`src/rtl/fraclut_pkg.sv`:
```
package fraclut_pkg;

    // Number of function inputs and derived sizes
    localparam int LUT_K  = 6;
    localparam int TBL_W  = 1 << LUT_K;
    localparam int MODE_W = 2;

    // Reset values of the configuration storage
    localparam logic [MODE_W-1:0] MODE_RST = '1;
    localparam logic [TBL_W-1:0]  TBL_RST  = '0;

    typedef struct packed {
        logic [TBL_W-1:0]  tbl;
        logic [MODE_W-1:0] mode;
    } cfg_t;

endpackage

```
`src/rtl/fraclut_cfg_store.sv`:
```
module fraclut_cfg_store
    import fraclut_pkg::*;
(
    input  logic              clk,
    input  logic              rst_n,
    input  logic              tbl_load,
    input  logic [TBL_W-1:0]  cfg_table,
    input  logic              mode_load,
    input  logic [MODE_W-1:0] cfg_mode,
    output logic [TBL_W-1:0]  tbl_q,
    output logic [MODE_W-1:0] mode_q
);

    cfg_t cfg_d, cfg_q;

    always_comb begin
        cfg_d = cfg_q;
        if (tbl_load) begin
            cfg_d.tbl = cfg_table;
        end
        if (mode_load) begin
            cfg_d.mode = cfg_mode;
        end
    end

    always_ff @(posedge clk or negedge rst_n) begin
        if (!rst_n) begin
            cfg_q.tbl  <= TBL_RST;
            cfg_q.mode <= MODE_RST;
        end else begin
            cfg_q <= cfg_d;
        end
    end

    assign tbl_q  = cfg_q.tbl;
    assign mode_q = cfg_q.mode;


    tbl_capture_chk: assert property (@(posedge clk) disable iff (!rst_n)
        tbl_load |=> (tbl_q == $past(cfg_table)));


    mode_capture_chk: assert property (@(posedge clk) disable iff (!rst_n)
        mode_load |=> (mode_q == $past(cfg_mode)));


    tbl_hold_chk: assert property (@(posedge clk) disable iff (!rst_n)
        !tbl_load |=> $stable(tbl_q));


    mode_hold_chk: assert property (@(posedge clk) disable iff (!rst_n)
        !mode_load |=> $stable(mode_q));

endmodule

```
`src/rtl/fraclut_force.sv`:
```
module fraclut_force
    import fraclut_pkg::*;
#(
    parameter int K  = LUT_K,
    parameter int MW = MODE_W
) (
    input  logic [K-1:0]  raw_in,
    input  logic [MW-1:0] mode,
    output logic [K-1:0]  eff_in
);

    localparam int FIRST_FORCED = K - MW;

    for (genvar i = 0; i < K; i++) begin : g_bit
        if (i >= FIRST_FORCED) begin : g_or
            // OR gate: a set mode bit pins this input high
            assign eff_in[i] = raw_in[i] | mode[i - FIRST_FORCED];
        end else begin : g_pass
            assign eff_in[i] = raw_in[i];
        end
    end

endmodule

```
`src/rtl/fraclut_mux_tree.sv`:
```
module fraclut_mux_tree
    import fraclut_pkg::*;
#(
    parameter int K = LUT_K
) (
    input  logic [(1<<K)-1:0] tbl,
    input  logic [K-1:0]      sel,
    output logic [1:0]        tap_lo,
    output logic [1:0]        tap_mid,
    output logic              tap_root
);

    // All tree nodes, level by level, in one flat vector.
    // Level k holds 2**(K-k) nodes starting at offset 2**(K+1) - 2**(K-k+1).
    localparam int NODES = (1 << (K + 1)) - 1;

    function automatic int lvl_base(input int k);
        return (1 << (K + 1)) - (1 << (K - k + 1));
    endfunction

    logic [NODES-1:0] node;

    assign node[TBL_W-1:0] = tbl;

    for (genvar k = 1; k <= K; k++) begin : g_lvl
        for (genvar j = 0; j < (1 << (K - k)); j++) begin : g_node
            assign node[lvl_base(k) + j] =
                sel[k-1] ? node[lvl_base(k-1) + 2*j + 1]
                         : node[lvl_base(k-1) + 2*j];
        end
    end

    // Split outputs: nodes 0 and 2 of level K-2, nodes 0 and 1 of level K-1
    assign tap_lo   = {node[lvl_base(K-2) + 2], node[lvl_base(K-2)]};
    assign tap_mid  = {node[lvl_base(K-1) + 1], node[lvl_base(K-1)]};
    assign tap_root = node[lvl_base(K)];

endmodule

```
`src/rtl/fraclut6.sv`:
```
module fraclut6
    import fraclut_pkg::*;
(
    input  logic              clk,
    input  logic              rst_n,
    input  logic              tbl_load,
    input  logic [TBL_W-1:0]  cfg_table,
    input  logic              mode_load,
    input  logic [MODE_W-1:0] cfg_mode,
    input  logic [LUT_K-1:0]  lut_in,
    output logic [1:0]        lut4_out,
    output logic [1:0]        lut5_out,
    output logic              lut6_out
);

    logic [TBL_W-1:0]  tbl_q;
    logic [MODE_W-1:0] mode_q;
    logic [LUT_K-1:0]  eff_in;

    fraclut_cfg_store u_store (
        .clk       (clk),
        .rst_n     (rst_n),
        .tbl_load  (tbl_load),
        .cfg_table (cfg_table),
        .mode_load (mode_load),
        .cfg_mode  (cfg_mode),
        .tbl_q     (tbl_q),
        .mode_q    (mode_q)
    );

    fraclut_force #(.K(LUT_K), .MW(MODE_W)) u_force (
        .raw_in (lut_in),
        .mode   (mode_q),
        .eff_in (eff_in)
    );

    fraclut_mux_tree #(.K(LUT_K)) u_tree (
        .tbl      (tbl_q),
        .sel      (eff_in),
        .tap_lo   (lut4_out),
        .tap_mid  (lut5_out),
        .tap_root (lut6_out)
    );


    root_from_mid_chk: assert property (@(posedge clk) disable iff (!rst_n)
        lut6_out == ((lut_in[5] | mode_q[1]) ? lut5_out[1] : lut5_out[0]));


    mid_from_lo_chk: assert property (@(posedge clk) disable iff (!rst_n)
        !(lut_in[4] | mode_q[0]) |-> (lut5_out == lut4_out));


    dual4_root_chk: assert property (@(posedge clk) disable iff (!rst_n)
        (mode_q == 2'b11) |-> (lut6_out == lut5_out[1]));

endmodule

```
`config.mk`:
```
export PLATFORM = sky130hd
export DESIGN_NAME = fraclut6
export DESIGN_NICKNAME = d
export VERILOG_FILES = /design/src/rtl/fraclut_pkg.sv /design/src/rtl/fraclut_cfg_store.sv /design/src/rtl/fraclut_force.sv /design/src/rtl/fraclut_mux_tree.sv /design/src/rtl/fraclut6.sv
export SDC_FILE = /design/constraint.sdc
export NUM_CORES = 1
export LEC_CHECK = 0
export BUFFER_PORTS_ARGS = -buffer_cell sky130_fd_sc_hd__clkbuf_2
export CORE_MARGIN = 2
export CORE_UTILIZATION = 53
export CTS_CLUSTER_SIZE = 40
export DETAILED_ROUTE_END_ITERATION = 10
export GPL_TIMING_DRIVEN = 1
export MAX_ROUTING_LAYER = met4
export PLACE_DENSITY = 0.89
export SETUP_SLACK_MARGIN = 0.02
export SLEW_MARGIN = 10
export SYNTH_ARGS = -nofsm -noshare
export SYNTH_HDL_FRONTEND = slang
export SYNTH_SLANG_ARGS = --single-unit
```
`constraint.sdc`:
```
create_clock -name clk -period 2.1 [get_ports clk]
set_clock_uncertainty 0.1 [all_clocks]
set_input_delay 0.105 -clock clk [delete_from_list [all_inputs] [get_ports clk]]
set_output_delay 0.105 -clock clk [all_outputs]
set_load 0.005 [all_outputs]
```
==> flow_summary.ini <==
[yosys]
synth.avg_cell_area_um2 = 15.2
yosysWarningCount = 0
yosysSeqAreaShare_pct = 51.7
synth_area_um2 = 3200
synthCells = 210
ys_types = 34
synthesis.nets = 286
ys_seq_elements = 66

[routing]
wire_per_inst_um = 17.1
vias = 2366
ant_nets = 0
drt_iter0_drc = 140
routed_wl_mm = 7.56
first_pass_iters = 5
route.detailed.drc = 0
vias_per_cell = 5.37

[clocking]
path_clk_slew_ns = 0.07
cts_buffer_depth = 2
cts_tree = built
clock_latency_ns = 0.33
clock_tree.root_cell = clkbuf_8
numCtsBuffers = 9
h-tree-depth = 3
clock-sinks = 66

[setup_path]
cp-start-kind = register
endpoint_kind = primary output
crit_slowest_cell = mux4_2
r2r_setup_slack_ns = 0.68
cp_data_arrival_time_ns = 2.14
path_class = register to primary output
critPathMaxFanout = 2
critPathMaxStageDelay_ns = 0.49
path_cells = mux4_2, a22oi_2, nand3_1, o22a_1, o32a_1, clkbuf_2
cp.required_ns = 1.89

[floorplanning]
io_pins = 81
start_util_pct = 54.4
dieArea_um2 = 6670
core_area_um2 = 5890
fp-row-count = 28
die_w_um = 81.7
dieHeight_um = 81.7

[place]
io_buffers = 80
gp_congestion = 0.893
dp.cells = 356
dp_hpwl_mm = 4.71
pre_cts_ws_ns = 0.0371
placed_area_um2 = 3670

[global_routing]
gr-total-overflow = 0
grt_start_max_net_pins = 67
grt_pass1_vias = 2609
grt_first_pass_wirelength_mm = 12.4
track_usage_pct = 26.1
grt_antenna_before_repair = 0

[finish]
layout.nets = 438
final_cell_mix = 78 x clkbuf_2, 75 x mux2_2, 69 x dlygate4sd3_1, 64 x dfrtp_1, 10 x clkbuf_8
area_growth_pct = 42.8
drive_gt1_share_pct = 51.9
num_antenna_cells = 0
utilization_pct = 77.6
design_area_um2 = 4570
fin_cells = 441
fillCellCount = 362
mostFrequentLayoutCell = clkbuf_2

[sta]
drv_slew = 0
clock.fmax_ghz = 0.427
finalSetupViolCount = 3
tightest_slew_ns = 0.442
rsz0062_at_grt = true
hold_viol = 0
fin_ws_ns = -0.240
finalCritPeriodShare_pct = 111
finalWorstPathRequiredPeriod_ns = 2.34
whs_ns = 0.201
slew_headroom_pct = 70.6

[power]
p_sw_share_pct = 24.4
p_int_mw = 2.38
power_frac_seq_pct = 47.0
powerDensity_nw_per_um2 = 690
clockPowerShare_pct = 32.8
vdd_ir_drop_max_uv = 460
pwr-share-comb_pct = 20.1
p_sw_uw = 770
leakage_nw = 2.05

[status]
status = finished, violations left
violations = negative setup slack

[worst_hold_path]
hold_class = input port to async pin

[job]
max_cap_violations = 0
[synthesized netlist by cell type, drive strengths merged]
library cell  count  area share (%)
mux2             76              27
dfrtp            64              50
mux4             12             8.8
clkbuf            9             1.7
mux2i             6             1.9
nor2              6            0.70
nand2             4            0.47
buf               3             1.2
nand2b            3            0.59
o22ai             3            0.59
a221oi            2            0.55
a22oi             2            0.78
dfstp             2             1.6
dlygate4sd1       2            0.55
a211oi            1            0.23
a22o              1            0.27
and2              1            0.20
and2b             1            0.23
inv               1            0.12
nand3             1            0.16
nand3b            1            0.23
nor2b             1            0.20
o21bai            1            0.23
o221a             1            0.35
o221ai            1            0.27
o22a              1            0.27
o2bb2ai           1            0.27
o32a              1            0.31
or2               1            0.20
or3               1            0.20
[power groups by stage]
stage / sequential (mW) / combinational [mW] / clock, mW
3_5_place_dp: 1.50 / 0.513 / 0
5_1_grt: 1.49 / 0.688 / 1.13
3_3_place_gp: 1.49 / 0.493 / 0
4_1_cts: 1.48 / 0.624 / 1.05
6_report: 1.48 / 0.634 / 1.03
2_1_floorplan: 1.47 / 0.340 / 0
[timing repair]
action                     in CTS  in global routing
hold buffers                   69                  0
setup endpoints to repair       3                  4
pin swaps                       2                  0
hold endpoints to repair      132                  0
resized for setup               1                  2
gates cloned                    0                  0
setup buffers                   1                  0
[per-layer routing]
metal | share of wire [%] | GRT usage (%)
met5 | 0 | -
met4 | 1.5 | 8.83
met3 | 5.0 | 5.93
met2 | 53 | 44.3
met1 | 41 | 30.8
[kinds of logic (layout without fill, tap and decap cells)]
| logic type | after synthesis | in the layout | share of synthesized area, % |
|---|---|---|---|
| flip-flops | 66 | 66 | 51.7 |
| buffers and inverters | 15 | 171 | 3.56 |
| multiplexers | 94 | 94 | 37.4 |
| AND/OR/NAND/NOR | 20 | 20 | 3.17 |
| AO/OA/AOI/OAI | 15 | 15 | 4.15 |
[registers in the layout (all words and copies together) (netlist names)]
register,count
u_store.tbl_q,64
u_store.mode_q,2
[cell type report]
cell class	count	area (um2)	share of cell area [%]
clock inverters	3	40.0	0.876
multi-input cells	129	1440	31.4
inverters	1	3.75	0.0822
clock buffers	12	145	3.18
flip-flops and latches	66	1650	36.2
well taps	75	93.8	2.05
repair buffers	155	1200	26.2
[critical path, delay by kind of cell (launching register included)]
family | cells | cell delay [ns]
flip-flops | 1 | 0.39
multiplexers | 1 | 0.49
buffers and inverters | 1 | 0.12
AO/OA/AOI/OAI | 3 | 0.68
AND/OR/NAND/NOR | 1 | 0.11
[worst paths after layout]
check                                  startpoint                end  cells past startpoint
worst min register to register  u_store.tbl_q[54]  u_store.tbl_q[54]                      1
worst max-delay path            u_store.tbl_q[35]           lut6_out                      6
worst max register to register  u_store.mode_q[0]  u_store.mode_q[0]                      2
min in group clk                         tbl_load  u_store.tbl_q[31]                      2
max in group asynchronous                   rst_n  u_store.mode_q[1]                      3
worst min-delay path                        rst_n  u_store.tbl_q[41]                      3
[per-stage QoR]
step | TNS (ns) | power [mW]
floorplan | 0 | 1.81
global placement | 0 | 1.98
detailed placement | 0 | 2.01
CTS | -0.524 | 3.15
global route | -0.724 | 3.31
finish | -0.449 | 3.15
No activity file was read; power rests on OpenSTA's default activity.
